==> src/rtl/pfl_pkg.sv <==
package pfl_pkg;

    localparam int DATA_W   = 32;
    localparam int NUM_REGS = 7;

    // Register identifiers; order matches the offset table below.
    typedef enum logic [2:0] {
        RID_BASE  = 3'd0,
        RID_DCTL  = 3'd1,
        RID_DSTAT = 3'd2,
        RID_DADDR = 3'd3,
        RID_ICTL  = 3'd4,
        RID_ISTAT = 3'd5,
        RID_IADDR = 3'd6,
        RID_NONE  = 3'd7
    } reg_id_e;

    localparam logic [7:0] REG_OFS [NUM_REGS] = '{
        8'h00, 8'h04, 8'h08, 8'h0C, 8'h10, 8'h14, 8'h18
    };

    typedef struct packed {
        logic [DATA_W-1:0] dctl;
        logic [DATA_W-1:0] ictl;
        logic [DATA_W-1:0] dstat;
        logic [DATA_W-1:0] daddr;
        logic [DATA_W-1:0] istat;
        logic [DATA_W-1:0] iaddr;
        logic [DATA_W-1:0] rdata;
        logic              err;
    } state_t;

endpackage

==> src/rtl/pfl_bus_decode.sv <==
module pfl_bus_decode
    import pfl_pkg::*;
#(
    parameter int ADDR_W = 8
) (
    input  logic [ADDR_W-1:0] addr,
    output reg_id_e           rid,
    output logic              hit
);

    always_comb begin
        rid = RID_NONE;
        hit = 1'b0;
        for (int i = 0; i < NUM_REGS; i++) begin
            if (addr == ADDR_W'(REG_OFS[i])) begin
                rid = reg_id_e'(3'(i));
                hit = 1'b1;
            end
        end
    end

endmodule

==> src/rtl/pfl_status_pack.sv <==
module pfl_status_pack
    import pfl_pkg::*;
#(
    parameter int MASK_W = 16
) (
    input  logic              miss,
    input  logic              dag1,
    input  logic              supv,
    input  logic              wr,
    input  logic              nomask,
    input  logic [MASK_W-1:0] hitmask,
    output logic [DATA_W-1:0] word
);

    localparam int FLAG_W = 4;
    localparam int PAD_W  = DATA_W - MASK_W - FLAG_W;

    logic [MASK_W-1:0] mask_eff;

    always_comb begin
        mask_eff = nomask ? '0 : hitmask;
        word     = {{PAD_W{1'b0}}, miss, dag1, supv, wr, mask_eff};
    end

endmodule

==> src/rtl/prot_fault_log.sv <==
module prot_fault_log
    import pfl_pkg::*;
#(
    parameter int                MASK_W   = 16,
    parameter int                ADDR_W   = 8,
    parameter logic [DATA_W-1:0] BASE_VAL = 32'hFF80_0000,
    parameter logic [DATA_W-1:0] CTL_RST  = 32'h0000_0001
) (
    input  logic              clk,
    input  logic              rst_n,
    input  logic              evt_valid,
    input  logic              evt_inst,
    input  logic              evt_write,
    input  logic              evt_miss,
    input  logic              evt_supv,
    input  logic              evt_dag1,
    input  logic              evt_nomask,
    input  logic [MASK_W-1:0] evt_hitmask,
    input  logic [31:0]       evt_addr,
    input  logic [31:0]       evt_pc,
    input  logic              bus_sel,
    input  logic              bus_wr,
    input  logic [ADDR_W-1:0] bus_addr,
    input  logic [31:0]       bus_wdata,
    output logic [31:0]       bus_rdata,
    output logic              bus_err
);

    state_t            st_d, st_q;
    reg_id_e           rid;
    logic              hit;
    logic [DATA_W-1:0] full_word;
    logic [DATA_W-1:0] supv_word;

    pfl_bus_decode #(.ADDR_W(ADDR_W)) u_dec (
        .addr (bus_addr),
        .rid  (rid),
        .hit  (hit)
    );

    // Complete status word for the side that faulted.
    pfl_status_pack #(.MASK_W(MASK_W)) u_pack_full (
        .miss    (evt_miss),
        .dag1    (evt_dag1),
        .supv    (evt_supv),
        .wr      (evt_write),
        .nomask  (evt_nomask),
        .hitmask (evt_hitmask),
        .word    (full_word)
    );

    // Supervisor-only word written into the instruction side on a data fault.
    pfl_status_pack #(.MASK_W(MASK_W)) u_pack_supv (
        .miss    (1'b0),
        .dag1    (1'b0),
        .supv    (evt_supv),
        .wr      (1'b0),
        .nomask  (1'b1),
        .hitmask (evt_hitmask),
        .word    (supv_word)
    );

    always_comb begin
        st_d       = st_q;
        st_d.rdata = '0;
        st_d.err   = 1'b0;

        if (bus_sel) begin
            if (!hit) begin
                st_d.err = 1'b1;
            end else if (!bus_wr) begin
                case (rid)
                    RID_BASE:  st_d.rdata = BASE_VAL;
                    RID_DCTL:  st_d.rdata = st_q.dctl;
                    RID_DSTAT: st_d.rdata = st_q.dstat;
                    RID_DADDR: st_d.rdata = st_q.daddr;
                    RID_ICTL:  st_d.rdata = st_q.ictl;
                    RID_ISTAT: st_d.rdata = st_q.istat;
                    RID_IADDR: st_d.rdata = st_q.iaddr;
                    default:   st_d.rdata = '0;
                endcase
            end else begin
                case (rid)
                    RID_DCTL: st_d.dctl = bus_wdata;
                    RID_ICTL: st_d.ictl = bus_wdata;
                    default:  ; // read-only words drop the write
                endcase
            end
        end

        if (evt_valid) begin
            if (evt_inst) begin
                st_d.istat = full_word;
                st_d.iaddr = evt_addr;
            end else begin
                st_d.dstat = full_word;
                st_d.daddr = evt_addr;
                st_d.istat = supv_word;
                st_d.iaddr = evt_pc;
            end
        end
    end

    always_ff @(posedge clk or negedge rst_n) begin
        if (!rst_n) begin
            st_q.dctl  <= CTL_RST;
            st_q.ictl  <= CTL_RST;
            st_q.dstat <= '0;
            st_q.daddr <= '0;
            st_q.istat <= '0;
            st_q.iaddr <= '0;
            st_q.rdata <= '0;
            st_q.err   <= 1'b0;
        end else begin
            st_q <= st_d;
        end
    end

    assign bus_rdata = st_q.rdata;
    assign bus_err   = st_q.err;

endmodule

==> config.mk <==
export PLATFORM = sky130hd
export DESIGN_NAME = prot_fault_log
export DESIGN_NICKNAME = d
export VERILOG_FILES = /design/src/rtl/pfl_pkg.sv /design/src/rtl/pfl_bus_decode.sv /design/src/rtl/pfl_status_pack.sv /design/src/rtl/prot_fault_log.sv
export SDC_FILE = /design/constraint.sdc
export NUM_CORES = 1
export LEC_CHECK = 0
export BUFFER_PORTS_ARGS = -buffer_cell sky130_fd_sc_hd__buf_2
export CORE_ASPECT_RATIO = 1.75
export CORE_MARGIN = 3
export CORE_UTILIZATION = 25
export DETAILED_ROUTE_END_ITERATION = 6
export REMOVE_ABC_BUFFERS = 1
export SLEW_MARGIN = 20
export SYNTH_ARGS = -nofsm -noshare
export SYNTH_HDL_FRONTEND = slang
export SYNTH_SLANG_ARGS = --single-unit
==> constraint.sdc <==
create_clock -name clk -period 3.4 [get_ports clk]
set_input_delay 0.17 -clock clk [delete_from_list [all_inputs] [get_ports clk]]
set_output_delay 0.17 -clock clk [all_outputs]
set_load 0.1 [all_outputs]
==> flow_summary.json <==
{
  "drt_wl_total_mm": 28.5,
  "drt-wirelength-per-cell_um": 19.0,
  "worstMarginPinSlew_ns": 0.963,
  "hold_violations": 0,
  "start_kind": "input port",
  "crit_required_ns": 3.78,
  "cts.clk_slew.worst_paths_ns": 0.06,
  "die_y_um": 263,
  "crit_cells": 6,
  "gr-usage-all-layers_pct": 13.9,
  "rr_worst_depth": 4,
  "endpoint": "st_q[177]$_DFFE_PN0P_",
  "power.density_nw_per_um2": 451,
  "drc": 0,
  "crit_type": "in -> reg",
  "syn_area_um2": 9400,
  "cts_tree": "yes",
  "synth_warnings": 0,
  "grt-ovfl-total": 0,
  "place_inst": 1345,
  "synth_ff_type": "dfrtp_1",
  "first_global_vias": 7701,
  "crit_start": "bus_addr[1]",
  "core_area_um2": 37000,
  "finalPower_uw": 5520,
  "seq_area_frac_synth_pct": 53.5,
  "rr_endpoint": "bus_rdata[0]$_DFF_PN0_",
  "hp-class": "in -> reg",
  "yosys-top-cells-count": "dfrtp_1, mux2_2, a21oi_1, mux2i_1, nor2_1",
  "area_growth_syn_to_layout_pct": 30.3,
  "end_kind": "register",
  "peakVddDrop_mv": 0.205,
  "synth_top_area_share_pct": 53.0,
  "vias_per_cell": 4.54,
  "critical_path.top_delay_family": "simple AND/OR/NAND/NOR gates",
  "reg2reg_from": "st_q[161]$_DFFE_PN1P_",
  "gp_congestion": 0.751,
  "path_cells": "buf_2 -> or2_1 -> nor4_4 -> and4_2 -> buf_12 -> mux2_4",
  "fmax_mhz": 518,
  "yosysUniqueCellTypes": 44,
  "numPortBuffers": 163,
  "clockBufferDepth": 3,
  "cp.arrival_ns": 2.31,
  "grt_setup_unrepaired": "no",
  "finalMaxSlewViolations": 0,
  "relSlewSlack_pct": 35.6,
  "stdcell_area_um2": 12300,
  "crit_path_top_delay_cell": "and4_2",
  "clock_tree.htree_level_count": 1,
  "die-area_um2": 40100,
  "synthCells": 783,
  "ant_nets": 0,
  "numClockSinks": 201,
  "synth_edf_count": 0,
  "synth.avg_cell_area_um2": 12.0,
  "clock_insertion_delay_worst_skew_ns": 0.51,
  "ys_async_sr_fraction_pct": 100,
  "cap_violations": 0,
  "placed_area_um2": 10500,
  "instances_no_fill": 1498,
  "io_pins": 164,
  "finClkSkew_ns": 0.0154,
  "final_core_util_pct": 33.1,
  "layout-drive-gt1-share_pct": 35.0,
  "status": "finished clean",
  "initial_utilization_pct": 25.4,
  "timing.final.crit_share_pct": 56.8,
  "nNetsFinal": 1139,
  "cts_resized": 0,
  "drt_first_pass_iters": 4,
  "tns_ns": 0,
  "cp_num_buf_inv": 2,
  "drtIter0Drc": 308,
  "cts_buffers": 20,
  "power.leakage_uw": 0.00558,
  "slowest_delay_ns": 0.68,
  "synth-seq-cells": 201,
  "cts.root.buffer_cell": "clkbuf_16",
  "cp_max_fo": 19,
  "antenna_found_initial": 1,
  "via_count": 6799,
  "die_w_um": 153,
  "netlist_top_cells_area": "dfrtp_1, mux2_2, mux2i_1",
  "setup_viol": 0,
  "yosysTopAreaCell": "dfrtp_1",
  "grt_pass1_wl_mm": 44.0,
  "dpl.hpwl_mm": 18.5,
  "grt_max_degree": 100,
  "min_period_ns": 1.93,
  "r2r_slack_ns": 2.08,
  "row_count": 93,
  "synth_most_common_cell": "dfrtp_1"
}
## stage by stage
stage | hold slack (ns) | worst slack, ns
after floorplan | -0.126 | 0.623
after global placement | 0.311 | 0.966
after detailed placement | 0.315 | 0.957
after CTS | 0.000533 | 1.49
after global routing | 0.0404 | 1.40
final | 0.0223 | 1.47
## metal layers
| layer | wire, µm | vias to the layer above | global-route usage (%) |
|---|---|---|---|
| met3 | 1190 | 51 | 2.24 |
| met5 | 0 | - | 0 |
| met1 | 11100 | 3385 | 15.9 |
| met4 | 965 | 0 | 5.78 |
| met2 | 15200 | 168 | 25.6 |
| li1 | - | 3195 | - |
## report_power, final
part | switching (µW) | internal, µW | total (µW)
clock network | 972 | 1230 | 2200
logic | 325 | 356 | 681
registers | 87.7 | 2550 | 2640
## state kept, by name, summed over array words and instances, names as in the netlist
| signal | cells |
|---|---|
| bus_err | 1 |
| bus_rdata | 32 |
| st_q | 168 |
## cells by family after synthesis
family                 Yosys count  synth area share (%)
and+or+nand+nor                141                  7.89
DFF                            201                  53.5
muxes                          174                  21.3
buffers and inverters          112                  6.60
AOI/OAI and AO/OA              155                  10.7
## layout make-up
cell class	instances	area, µm²
fillers	3749	24700
flip-flops and latches	201	5030
multi-input cells	470	3780
repair buffers	292	2130
clock buffers	31	603
well taps	475	594
inverters	23	86.3
clock inverters	5	35.0
diodes	1	2.50
## worst min path at each step
stage               start                       to  cells after the start  slack, ns
2_1_floorplan       rst_n        bus_err$_DFF_PN0_                      0      -0.13
3_3_place_gp        rst_n  bus_rdata[10]$_DFF_PN0_                      1       0.31
3_5_place_dp        rst_n  bus_rdata[10]$_DFF_PN0_                      1       0.32
4_1_cts        evt_pc[20]     st_q[53]$_DFFE_PN0P_                      3     0.0005
5_1_grt        evt_pc[24]     st_q[57]$_DFFE_PN0P_                      3       0.04
6_report       evt_pc[20]     st_q[53]$_DFFE_PN0P_                      3       0.02
## timing repair
action | in CTS | in global routing
hold endpoints to repair | 262 | 0
hold buffers | 116 | 0
buffers inserted | 0 | 0
setup endpoints to repair | 0 | 0
## cell usage in the layout (no fill, tap or decap), drive strengths merged, types with 5 or more instances in the layout
cell,count
dfrtp,199
buf,175
mux2,122
dlygate4sd3,116
mux2i,52
a21oi,52
nor2,42
clkbuf,32
nand2,28
inv,24
o21ai,23
nand2b,23
or2,21
a2bb2oi,20
a22oi,20
o22ai,16
nand3,9
a222oi,5
## tightest hold or removal path, delay by kind of cell
kind                   cells  cell delay [ns]
buffers and inverters      1             0.13
multiplexers               1             0.12
AO/OA/AOI/OAI              1             0.08
(Power assumes the default switching activity.)
